===== src/rtl/tmr8_pkg.sv =====
package tmr8_pkg;

  localparam int DATA_W  = 8;
  localparam int ADDR_W  = 3;
  localparam int PHASE_W = 13;
  localparam int NUM_CMP = 2;

  typedef enum logic [ADDR_W-1:0] {
    ADR_CTRL   = 3'd0,
    ADR_CLKCTL = 3'd1,
    ADR_CMPA   = 3'd2,
    ADR_CMPB   = 3'd3,
    ADR_COUNT  = 3'd4
  } reg_addr_e;

  // control register bits 7:3
  typedef struct packed {
    logic       cmpb_ie;
    logic       cmpa_ie;
    logic       ovf_ie;
    logic [1:0] clr_sel;
  } ctrl_t;

  // clock control register bits 4:0
  typedef struct packed {
    logic [1:0] src;
    logic [2:0] div_sel;
  } clkctl_t;

  localparam logic [1:0] SRC_INTERNAL = 2'd1;
  localparam logic [1:0] SRC_EVENT    = 2'd3;
  localparam logic [2:0] DIV_STOP     = 3'd7;

  // last phase value of a divider period
  function automatic logic [PHASE_W-1:0] phase_last(input logic [2:0] sel);
    case (sel)
      3'd0:    phase_last = PHASE_W'(0);
      3'd1:    phase_last = PHASE_W'(1);
      3'd2:    phase_last = PHASE_W'(7);
      3'd3:    phase_last = PHASE_W'(31);
      3'd4:    phase_last = PHASE_W'(63);
      3'd5:    phase_last = PHASE_W'(1023);
      3'd6:    phase_last = PHASE_W'(8191);
      default: phase_last = PHASE_W'(0);
    endcase
  endfunction

endpackage


===== src/rtl/tmr8_regs.sv =====
module tmr8_regs
  import tmr8_pkg::*;
(
  input  logic              clk,
  input  logic              rst_n,
  input  logic              wr_en,
  input  logic [ADDR_W-1:0] wr_addr,
  input  logic [DATA_W-1:0] wr_data,
  output ctrl_t             ctrl,
  output clkctl_t           clkctl,
  output logic [DATA_W-1:0] cmp [NUM_CMP],
  output logic              cnt_wr,
  output logic [DATA_W-1:0] cnt_wdata
);

  ctrl_t   ctrl_q;
  clkctl_t clkctl_q;

  always_ff @(posedge clk or negedge rst_n) begin
    if (!rst_n) begin
      ctrl_q   <= '0;
      clkctl_q <= '0;
    end else if (wr_en) begin
      if (wr_addr == ADR_CTRL)   ctrl_q   <= ctrl_t'(wr_data[7:3]);
      if (wr_addr == ADR_CLKCTL) clkctl_q <= clkctl_t'(wr_data[4:0]);
    end
  end

  for (genvar g = 0; g < NUM_CMP; g++) begin : g_cmp
    localparam logic [ADDR_W-1:0] MY_ADR = ADDR_W'(ADR_CMPA) + ADDR_W'(g);
    logic [DATA_W-1:0] cmp_q;
    always_ff @(posedge clk or negedge rst_n) begin
      if (!rst_n)                         cmp_q <= '1;
      else if (wr_en && wr_addr == MY_ADR) cmp_q <= wr_data;
    end
    assign cmp[g] = cmp_q;
  end

  assign ctrl      = ctrl_q;
  assign clkctl    = clkctl_q;
  assign cnt_wr    = wr_en && (wr_addr == ADR_COUNT);
  assign cnt_wdata = wr_data;

endmodule


===== src/rtl/tmr8_prescaler.sv =====
module tmr8_prescaler
  import tmr8_pkg::*;
(
  input  logic    clk,
  input  logic    rst_n,
  input  clkctl_t clkctl,
  input  logic    restart,
  input  logic    evt_i,
  output logic    tick
);

  logic [PHASE_W-1:0] phase_q;
  logic               internal_run;
  logic               tap_tick;

  assign internal_run = (clkctl.src == SRC_INTERNAL) && (clkctl.div_sel != DIV_STOP);
  assign tap_tick     = internal_run && (phase_q == phase_last(clkctl.div_sel));

  always_comb begin
    if (restart)                       tick = 1'b0;
    else if (clkctl.src == SRC_EVENT)  tick = evt_i;
    else                               tick = tap_tick;
  end

  always_ff @(posedge clk or negedge rst_n) begin
    if (!rst_n)                                 phase_q <= '0;
    else if (restart || !internal_run || tap_tick) phase_q <= '0;
    else                                        phase_q <= phase_q + 1'b1;
  end

endmodule


===== src/rtl/tmr8_counter.sv =====
module tmr8_counter
  import tmr8_pkg::*;
(
  input  logic              clk,
  input  logic              rst_n,
  input  logic              tick,
  input  ctrl_t             ctrl,
  input  logic [DATA_W-1:0] cmp [NUM_CMP],
  input  logic              cnt_wr,
  input  logic [DATA_W-1:0] cnt_wdata,
  output logic [DATA_W-1:0] count,
  output logic [NUM_CMP-1:0] irq_cmp,
  output logic              irq_ovf
);

  logic [DATA_W-1:0]  cnt_q;
  logic [NUM_CMP-1:0] hit;
  logic [NUM_CMP-1:0] clr_hit;
  logic [NUM_CMP-1:0] ie;
  logic [NUM_CMP-1:0] irq_q;
  logic               do_clear;
  logic               wrap;
  logic               ovf_q;

  for (genvar g = 0; g < NUM_CMP; g++) begin : g_match
    assign hit[g]     = (cnt_q == cmp[g]);
    assign clr_hit[g] = hit[g] && (ctrl.clr_sel == 2'(g + 1));
    if (g == 0) begin : g_ie_a
      assign ie[g] = ctrl.cmpa_ie;
    end else begin : g_ie_b
      assign ie[g] = ctrl.cmpb_ie;
    end
    always_ff @(posedge clk or negedge rst_n) begin
      if (!rst_n) irq_q[g] <= 1'b0;
      else        irq_q[g] <= tick && hit[g] && ie[g];
    end
  end

  assign do_clear = tick && (|clr_hit);
  assign wrap     = tick && !(|clr_hit) && (cnt_q == {DATA_W{1'b1}});

  always_ff @(posedge clk or negedge rst_n) begin
    if (!rst_n)        cnt_q <= '0;
    else if (cnt_wr)   cnt_q <= cnt_wdata;
    else if (do_clear) cnt_q <= '0;
    else if (tick)     cnt_q <= cnt_q + 1'b1;
  end

  always_ff @(posedge clk or negedge rst_n) begin
    if (!rst_n) ovf_q <= 1'b0;
    else        ovf_q <= wrap && ctrl.ovf_ie;
  end

  assign count   = cnt_q;
  assign irq_cmp = irq_q;
  assign irq_ovf = ovf_q;

endmodule


===== src/rtl/tmr8_channel.sv =====
module tmr8_channel
  import tmr8_pkg::*;
(
  input  logic        clk,
  input  logic        rst_n,
  input  logic        wr_en,
  input  logic [2:0]  wr_addr,
  input  logic [7:0]  wr_data,
  input  logic        evt_i,
  output logic [7:0]  count_o,
  output logic        irq_cmpa_o,
  output logic        irq_cmpb_o,
  output logic        irq_ovf_o
);

  ctrl_t              ctrl;
  clkctl_t            clkctl;
  logic [DATA_W-1:0]  cmp [NUM_CMP];
  logic               cnt_wr;
  logic [DATA_W-1:0]  cnt_wdata;
  logic               cnt_tick;
  logic [NUM_CMP-1:0] irq_cmp;

  tmr8_regs u_regs (
    .clk       (clk),
    .rst_n     (rst_n),
    .wr_en     (wr_en),
    .wr_addr   (wr_addr),
    .wr_data   (wr_data),
    .ctrl      (ctrl),
    .clkctl    (clkctl),
    .cmp       (cmp),
    .cnt_wr    (cnt_wr),
    .cnt_wdata (cnt_wdata)
  );

  tmr8_prescaler u_presc (
    .clk     (clk),
    .rst_n   (rst_n),
    .clkctl  (clkctl),
    .restart (cnt_wr),
    .evt_i   (evt_i),
    .tick    (cnt_tick)
  );

  tmr8_counter u_cnt (
    .clk       (clk),
    .rst_n     (rst_n),
    .tick      (cnt_tick),
    .ctrl      (ctrl),
    .cmp       (cmp),
    .cnt_wr    (cnt_wr),
    .cnt_wdata (cnt_wdata),
    .count     (count_o),
    .irq_cmp   (irq_cmp),
    .irq_ovf   (irq_ovf_o)
  );

  assign irq_cmpa_o = irq_cmp[0];
  assign irq_cmpb_o = irq_cmp[1];

endmodule


===== config.mk =====
export PLATFORM = sky130hd
export DESIGN_NAME = tmr8_channel
export DESIGN_NICKNAME = d
export VERILOG_FILES = /design/src/rtl/tmr8_pkg.sv /design/src/rtl/tmr8_regs.sv /design/src/rtl/tmr8_prescaler.sv /design/src/rtl/tmr8_counter.sv /design/src/rtl/tmr8_channel.sv
export SDC_FILE = /design/constraint.sdc
export NUM_CORES = 1
export LEC_CHECK = 0
export ABC_AREA = 1
export BUFFER_PORTS_ARGS = -buffer_cell sky130_fd_sc_hd__buf_2
export CORE_MARGIN = 2
export CORE_UTILIZATION = 54
export DETAILED_ROUTE_END_ITERATION = 8
export PLACE_DENSITY = 0.79
export SETUP_SLACK_MARGIN = 0.3
export SYNTH_ARGS = -nofsm -noshare
export SYNTH_HDL_FRONTEND = slang
export SYNTH_HIERARCHICAL = 1
export SYNTH_SLANG_ARGS = --single-unit
export TNS_END_PERCENT = 5

===== constraint.sdc =====
create_clock -name clk -period 1.78 [get_ports clk]
set_clock_uncertainty 0.05 [all_clocks]
set_input_delay 0.089 -clock clk [delete_from_list [all_inputs] [get_ports clk]]
set_output_delay 0.089 -clock clk [all_outputs]
set_load 0.005 [all_outputs]

After elaboration in Yosys (flattened, before gate mapping)
Cells that the tools add are included.

storage, ports and cells
  register bits = 50
  bits of input ports = 15
  output and inout port bits = 11
  word-level logic and storage cells = 65

cells by class
  add/subtract/negate cells = 2
  equality and inequality tests = 19
  mux-type cells = 7
  reduce and logical (&&, ||, !) cells = 24

operators with widths
  operator                                                          number
  13-bit one-hot mux with 6 select lines                            1
  8-bit two-way mux                                                 3
  8-bit == test                                                     2
  1-bit logical AND                                                 15
  13-bit by 1-bit adder with 13-bit output (second input constant)  1
  13-bit == test                                                    1
  13-bit two-way mux                                                1
  3-bit by 2-bit == test with 1-bit output (second input constant)  4
  3-bit == test (second input constant)                             4
  8-bit by 1-bit adder with 8-bit output (second input constant)    1
  8-bit == test (second input constant)                             1
  3-bit by 1-bit == test with 1-bit output (second input constant)  2
  2-bit by 1-bit == test with 1-bit output (second input constant)  2
  2-bit == test (second input constant)                             2
  2-bit AND reduction                                               2
  3-bit zero test                                                   1
  3-bit inequality test (second input constant)                     1
  3-bit nonzero test                                                1
  1-bit zero test                                                   2
  1-bit logical OR                                                  2
  1-bit two-way mux                                                 2
  2-bit OR reduction                                                1

Depth between registers and ports, before layout
Gate-level depths: netlist (run 1).

  depth in word-level cells = 9
  mapped depth = 14
  gate-level depth less buffers = 14

Modules after synthesis
The synthesis (run 1) kept the hierarchy.

modules (own cells, without submodules)
  module          times used  cells an instance  area an instance (um2)  sequential area each (um2)
  tmr8_regs       1           132                1138.6                  670.6
  tmr8_counter    1           131                959.7                   275.3
  tmr8_prescaler  1           130                900.9                   325.3

Worst setup path before layout (run 1)
No wires, ideal clock.

  kind = reg2reg
  start point = reg u_regs.clkctl_q, in the netlist u_regs/clkctl[1]
  end point = reg u_cnt.cnt_q[0] (netlist: u_cnt/count[0])
  library setup time = 0.067 ns
  arrival = 1.725 ns
  path slack = -0.062 ns
  cell stages (with the launch flop) = 14
  path buffers = 0
  cells stage by stage = dfrtp_1 -> nand2_2 -> nand2_4 -> nor2_2 -> nand2_1 -> o21ai_1 -> nand3_2 -> nor2_1 -> nor2_1 -> nor2_1 -> inv_1 -> nor2_2 -> nand4_1 -> nand2_1

on the way
  cells in the longest elaborated chain, start to end = 9

RTL lines
  element                                 RTL line              text
  start, declared                         tmr8_regs.sv:17       clkctl_t clkctl_q;
  start signal, assigned                  tmr8_regs.sv:25       if (wr_addr == ADR_CLKCTL) clkctl_q <= clkctl_t'(wr_data[4:0]);
  3-bit == test (tied with other cells)   tmr8_pkg.sv:36        case (sel)
  13-bit one-hot mux with 6 select lines  tmr8_pkg.sv:36
  13-bit == test                          tmr8_prescaler.sv:17  assign tap_tick = internal_run && (phase_q == phase_last(clkctl.div_sel));
  1-bit logical AND (*)                   tmr8_prescaler.sv:17
  1-bit two-way mux (*)                   tmr8_prescaler.sv:21  else if (clkctl.src == SRC_EVENT) tick = evt_i;
  1-bit two-way mux (*)                   tmr8_prescaler.sv:20  if (restart) tick = 1'b0;
  net cnt_tick                            tmr8_channel.sv:21    logic cnt_tick;
  1-bit logical AND                       tmr8_counter.sv:39    assign do_clear = tick && (|clr_hit);
  8-bit two-way mux                       tmr8_counter.sv:45    else if (do_clear) cnt_q <= '0;
  8-bit two-way mux                       tmr8_counter.sv:44    else if (cnt_wr) cnt_q <= cnt_wdata;
  end signal, assigned                    tmr8_counter.sv:44
  end signal, assigned                    tmr8_counter.sv:46    else if (tick) cnt_q <= cnt_q + 1'b1;
  end, declared                           tmr8_counter.sv:16    logic [DATA_W-1:0] cnt_q;

Mark *: on every way through the listed nets, which the timed path passes. The rest lies on a longest branch.
A chain may end at the register's enable or synchronous reset.

Final worst setup path (run 1)
  start point = reg u_regs.clkctl_q, in the netlist u_regs/clkctl[0]
  end point = reg u_cnt.cnt_q[3] (netlist: u_cnt/count[3])

Same word-level chain as after synthesis.

==> impl_metrics.ini, run 1 <==
[logic_synthesis]
yosysWarnings = 6
synth_top_area_share = 0.284
yosysUniqueCellTypes = 33
async_reset_ff_frac = 1.00
netlist_area_mm2 = 0.00300
syn_inst = 393
synth.area.top_cells = dfrtp_1 28%, nand2_1 17%, dfstp_2 14%
synth_nets = 410
yosysTopAreaCell = dfrtp_1
synth.avg_cell_area_um2 = 7.63
ys_top_cells_by_count = 138 x nand2_1, 40 x nor2_1, 34 x dfrtp_1, 34 x inv_1, 34 x nand3_1
synth-edff-count = 0
synth_most_common_cell = nand2_1
ys_seq_area_frac = 0.424
ys.flop_type = dfrtp_1
synth_seq_cells = 50

[layout]
antenna_cells = 0
syn_to_final_growth_pct = 18.2
fin_area_mm2 = 0.00354
drive_gt1_frac = 0.263
fillerInstances = 461
fin_cells = 513
nets = 457

[worst_setup_path]
critical_path.slowest_cell = dfrtp_2
crit_arrival_ns = 2.13
cp_data_required_time_ns = 1.98
cp_slowest_stage_delay_ns = 0.46
start_kind = register
worst-r2r-cell-count = 14
crit_chain = buf_4, inv_1, nand3_1, nand2_1, nand3_1, nor2_1, nand2_1, nor2_1, nor2_1, nor2_2, inv_2, nor2_4, nand4_1, nand2_1
cp_max_fo = 8
critPathKind = register to register
end_kind = register
rrSetupSlack_ns = -0.15

[drt]
drc = 0
via_per_inst = 5.05
vias = 2590
wirelength_um = 6620
firstDrtPassIters = 4
wire_per_inst_um = 12.9
drt-initial-drc-count = 173
ant_nets = 0

[grt]
grt_first_pass_wirelength_um = 11300
use_met3 = 0.0437
busiest_layer = met2
overflow = 0
grt_antenna_before_repair = 0
grt.total_usage = 0.231
grt_util_met1 = 0.309
grt_max_degree = 51
gr-usage-met2 = 0.382
grt_pass1_vias = 2508

[floorplan]
fp.dieH_um = 78.5
core-area_mm2 = 0.00544
dieArea_mm2 = 0.00617
die-width_um = 78.5
ioPinCount = 26
initial_core_util = 0.551
rows = 27

[timing]
rsz0062_at_grt = true
clock.fmax_mhz = 519
relSlewSlack = 0.550
finalHoldViolCount = 0
setup_viol = 21
finalSetupTns_ns = -1.02
hold_ws_ns = 0.0609
worst_slew_pin_slew_ns = 0.672
finalCritPeriodShare = 1.08
fin_crit_ns = 1.93
slew_viol_final = 0
setup_slack_ns = -0.148

[placement]
port_buffers = 25
dp_hpwl_um = 4750
place_area_mm2 = 0.00326
routabilityCongestion = 0.894
dp_cells = 493

[run_status]
status = finished with violations
violations = setup timing

[power]
leakagePower_uw = 0.00178
vdd_ir_drop_max_mv = 0.728
power_density_mw_per_mm2 = 1100

[clocking]
cts_buffer_depth = 2
cts.sinks = 50
numCtsBuffers = 5
clkSlewWorstSetupHoldPaths_ns = 0.09
cts_max_level = 2
cts-root-buf = clkbuf_8
insertion_delay_ns = 0.31
tritoncts = done

[flow_run]
maxCapViolations = 0

[hold_path]
min_delay_path_depth = 4
hp-class = input port to register
-- where the power goes --
group / switching, uW / internal, uW
registers: 297 / 1390
logic: 767 / 622
clock network: 386 / 420
total: 1450 / 2430
-- flip-flops by register name, summed over array words and instances, names as in the netlist --
name,flops
u_regs/g_cmp.cmp_q,16
u_presc/phase_q,13
u_cnt/count,8
u_cnt/irq_cmp,2
u_regs/clkctl,5
u_regs/ctrl,5
u_cnt/irq_ovf,1
-- per-layer routing --
layer  wire (um)  part of all wire  vias up
li1            -                 -     1315
met1        3050              0.46     1193
met2        3140              0.47       74
met3         333             0.050        8
met4          90             0.014        0
met5           0                 0        -
-- through the flow --
step | power [uW] | worst slack, ns | util
finish | 3880 | -0.148 | 0.652
global route | 4140 | -0.317 | 0.652
detailed placement | 2990 | -0.177 | 0.600
floorplan | 2620 | 0.0253 | -
global placement | 2930 | -0.0723 | 0.600
CTS | 3860 | -0.103 | 0.646
-- final cells by class --
type | instances | area [um2] | share of cell area
multi-input combinational | 289 | 1520 | 0.429
sequential | 50 | 1270 | 0.360
timing repair buffer | 55 | 402 | 0.113
inverter | 39 | 148 | 0.0417
tap | 72 | 90.1 | 0.0254
clock buffer | 6 | 72.6 | 0.0205
clock inverter | 2 | 37.5 | 0.0106
-- worst max-delay path: cells and delay by family, from the launching register on --
family / cells / cell delay (ns)
and+or+nand+nor: 11 / 1.10
DFF: 1 / 0.46
buffers and inverters: 3 / 0.25
-- cell families after synthesis --
| family | Yosys count | synth area share |
|---|---|---|
| xor+xnor | 23 | 0.0697 |
| compound gates | 13 | 0.0313 |
| buf+inv | 54 | 0.0897 |
| fa+ha+maj | 2 | 0.00834 |
| simple gates | 251 | 0.377 |
| flops | 50 | 0.424 |
-- what timing repair did --
action                     4_1_cts  5_1_grt
hold endpoints to repair        49        0
pin swaps                        4       12
hold buffers                     9        0
setup endpoints to repair       24       24
gates resized for setup         10        7
buffers inserted                 2        1
-- cell usage in the layout, fill, tap and decap left out, types with 6 or more instances in the layout --
| master | Yosys | final |
|---|---|---|
| a22oi_2 | 0 | 6 |
| buf_2 | 1 | 25 |
| buf_4 | 11 | 18 |
| dfrtp_1 | 34 | 31 |
| dfstp_2 | 16 | 16 |
| dlygate4sd3_1 | 0 | 9 |
| inv_1 | 34 | 32 |
| nand2_1 | 138 | 138 |
| nand3_1 | 34 | 33 |
| nand4_1 | 11 | 11 |
| nor2_1 | 40 | 37 |
| nor2_2 | 11 | 11 |
| xnor2_1 | 12 | 12 |
| xor2_1 | 10 | 10 |
-- final timing paths --
check	startpoint	to
worst max-delay path	u_regs/clkctl[0]$_DFFE_PN0P_	u_cnt/count[3]$_DFFE_PN0P_
worst min-delay path	wr_addr[2]	u_regs/clkctl[4]$_DFFE_PN0P_
worst max register to register	u_regs/clkctl[0]$_DFFE_PN0P_	u_cnt/count[3]$_DFFE_PN0P_
worst min register to register	u_regs/ctrl[3]$_DFFE_PN0P_	u_regs/ctrl[3]$_DFFE_PN0P_
max in group asynchronous	rst_n	u_regs/clkctl[0]$_DFFE_PN0P_
min in group asynchronous	rst_n	u_cnt/irq_ovf$_DFF_PN0_
No activity file was read; power rests on OpenSTA's default activity.
==> run 2: changes to the inputs <==
CORE_ASPECT_RATIO = 1.75   (was unset)
==> impl_metrics.ini, run 2 (synthesized netlist as in run 1, its figures left out) <==
[run_status]
status = finished with violations
violations = setup timing

[worst_setup_path]
end_kind = register
critical_path.slowest_cell = dfrtp_2
rrSetupSlack_ns = -0.17
crit_arrival_ns = 2.15
crit_chain = nand2_2, nand2_4, o21ai_0, nand2_1, nand3_2, nor2_1, nor2_1, nor2_2, nor2_2, a22oi_1, nand2_1
critPathKind = register to register
cp_slowest_stage_delay_ns = 0.47
cp_data_required_time_ns = 1.98
start_kind = register
cp_max_fo = 8

[placement]
dp_cells = 499
routabilityCongestion = 0.927
port_buffers = 25
place_area_mm2 = 0.00327
detailedPlace.worstSlack_ns = -0.119
dp_hpwl_um = 5600

[layout]
drive_gt1_frac = 0.250
largest-register = u_regs/g_cmp.cmp_q
layout_common_cells = 138 x nand2_1, 37 x nor2_1, 34 x nand3_1
final_common_cell = nand2_1
antenna_cells = 0
largest_reg_flops = 16
nets = 456
fin_area_mm2 = 0.00347
fin_cells = 514
syn_to_final_growth_pct = 15.6

[timing]
fin_crit_ns = 1.95
relSlewSlack = 0.589
slew_viol_final = 0
finalHoldViolCount = 0
clock.fmax_mhz = 513
finalCritPeriodShare = 1.09
setup_slack_ns = -0.168
setup_viol = 11
rsz0062_at_grt = true
worst_slew_pin_slew_ns = 0.615
finalSetupTns_ns = -1.40

[grt]
grt_max_degree = 27
grt_first_pass_wirelength_um = 11900
grt.total_usage = 0.263
grt_antenna_before_repair = 0
grt_pass1_vias = 2647
overflow = 0

[power]
p_total_uw = 3740
vdd_ir_drop_max_mv = 0.864
leakagePower_uw = 0.00177
power_density_mw_per_mm2 = 1080

[clocking]
cts_buffer_depth = 2
tritoncts = done
numCtsBuffers = 5
cts_max_level = 2
cts_setup_buffers = 0
clkSlewWorstSetupHoldPaths_ns = 0.10
cts.sinks = 50
insertion_delay_ns = 0.31
cts-root-buf = clkbuf_8

[drt]
ant_nets = 0
wirelength_um = 7320
drt-initial-drc-count = 124
vias = 2657
via_per_inst = 5.17
drc = 0
wire_per_inst_um = 14.2
firstDrtPassIters = 4

[floorplan]
dieArea_mm2 = 0.00619
ioPinCount = 26
rows = 35
die-width_um = 60.3
core-area_mm2 = 0.00530
initial_core_util = 0.566
fp.dieH_um = 103

[flow_run]
maxCapViolations = 0

[hold_path]
hp-class = input port to register
run 2: final timing paths:
path                                                      startpoint                              endpoint  cells past startpoint
worst max-delay path                    u_regs/clkctl[1]$_DFFE_PN0P_            u_cnt/count[4]$_DFFE_PN0P_                     11
worst min-delay path                                      wr_data[4]  u_regs/g_cmp[0].cmp_q[4]$_DFFE_PN1P_                      3
worst max register to register          u_regs/clkctl[1]$_DFFE_PN0P_            u_cnt/count[4]$_DFFE_PN0P_                     11
worst min register to register  u_regs/g_cmp[0].cmp_q[0]$_DFFE_PN1P_  u_regs/g_cmp[0].cmp_q[0]$_DFFE_PN1P_                      2
max in group asynchronous                                      rst_n  u_regs/g_cmp[1].cmp_q[1]$_DFFE_PN1P_                      3
min in group asynchronous                                      rst_n          u_regs/clkctl[2]$_DFFE_PN0P_                      2
run 2: metal layers:
layer | wire length (um) | vias to the layer above | global-route usage
met5 | 0 | - | 0
met2 | 4070 | 65 | 0.494
met3 | 216 | 28 | 0.0326
met1 | 2570 | 1251 | 0.261
li1 | - | 1313 | -
met4 | 452 | 0 | 0.159
run 2: layout make-up:
type                       count  area [um2]
clock buffer                   5        68.8
clock inverter                 3        21.3
fill                         468        1830
inverter                      39         148
multi-input combinational    289        1490
sequential                    50        1270
tap                           74        92.6
timing repair buffer          54         368
run 2: worst max-delay path: cells and delay by family, from the launching register on:
kind	cells	cell delay, ns
simple gates	9	1.06
flops	1	0.47
compound gates	2	0.33
run 2: power by group:
| group | switching [uW] | total, uW | internal [uW] |
|---|---|---|---|
| clock network | 398 | 675 | 277 |
| logic | 784 | 1400 | 615 |
| registers | 281 | 1670 | 1390 |
run 2: timing repair:
item                       CTS  global route
pin swaps                    0             9
cloned                       0             0
hold buffers                 7             0
setup endpoints to repair   24            24
hold endpoints to repair    19             0
gates resized for setup      4             7
run 2: metrics by stage:
step                      hold slack [ns]   util
after floorplan                    -0.257      -
after global placement             0.0748  0.617
after detailed placement           0.0806  0.617
after CTS                          0.0122  0.649
after global routing               0.0198  0.654
final                              0.0160  0.654
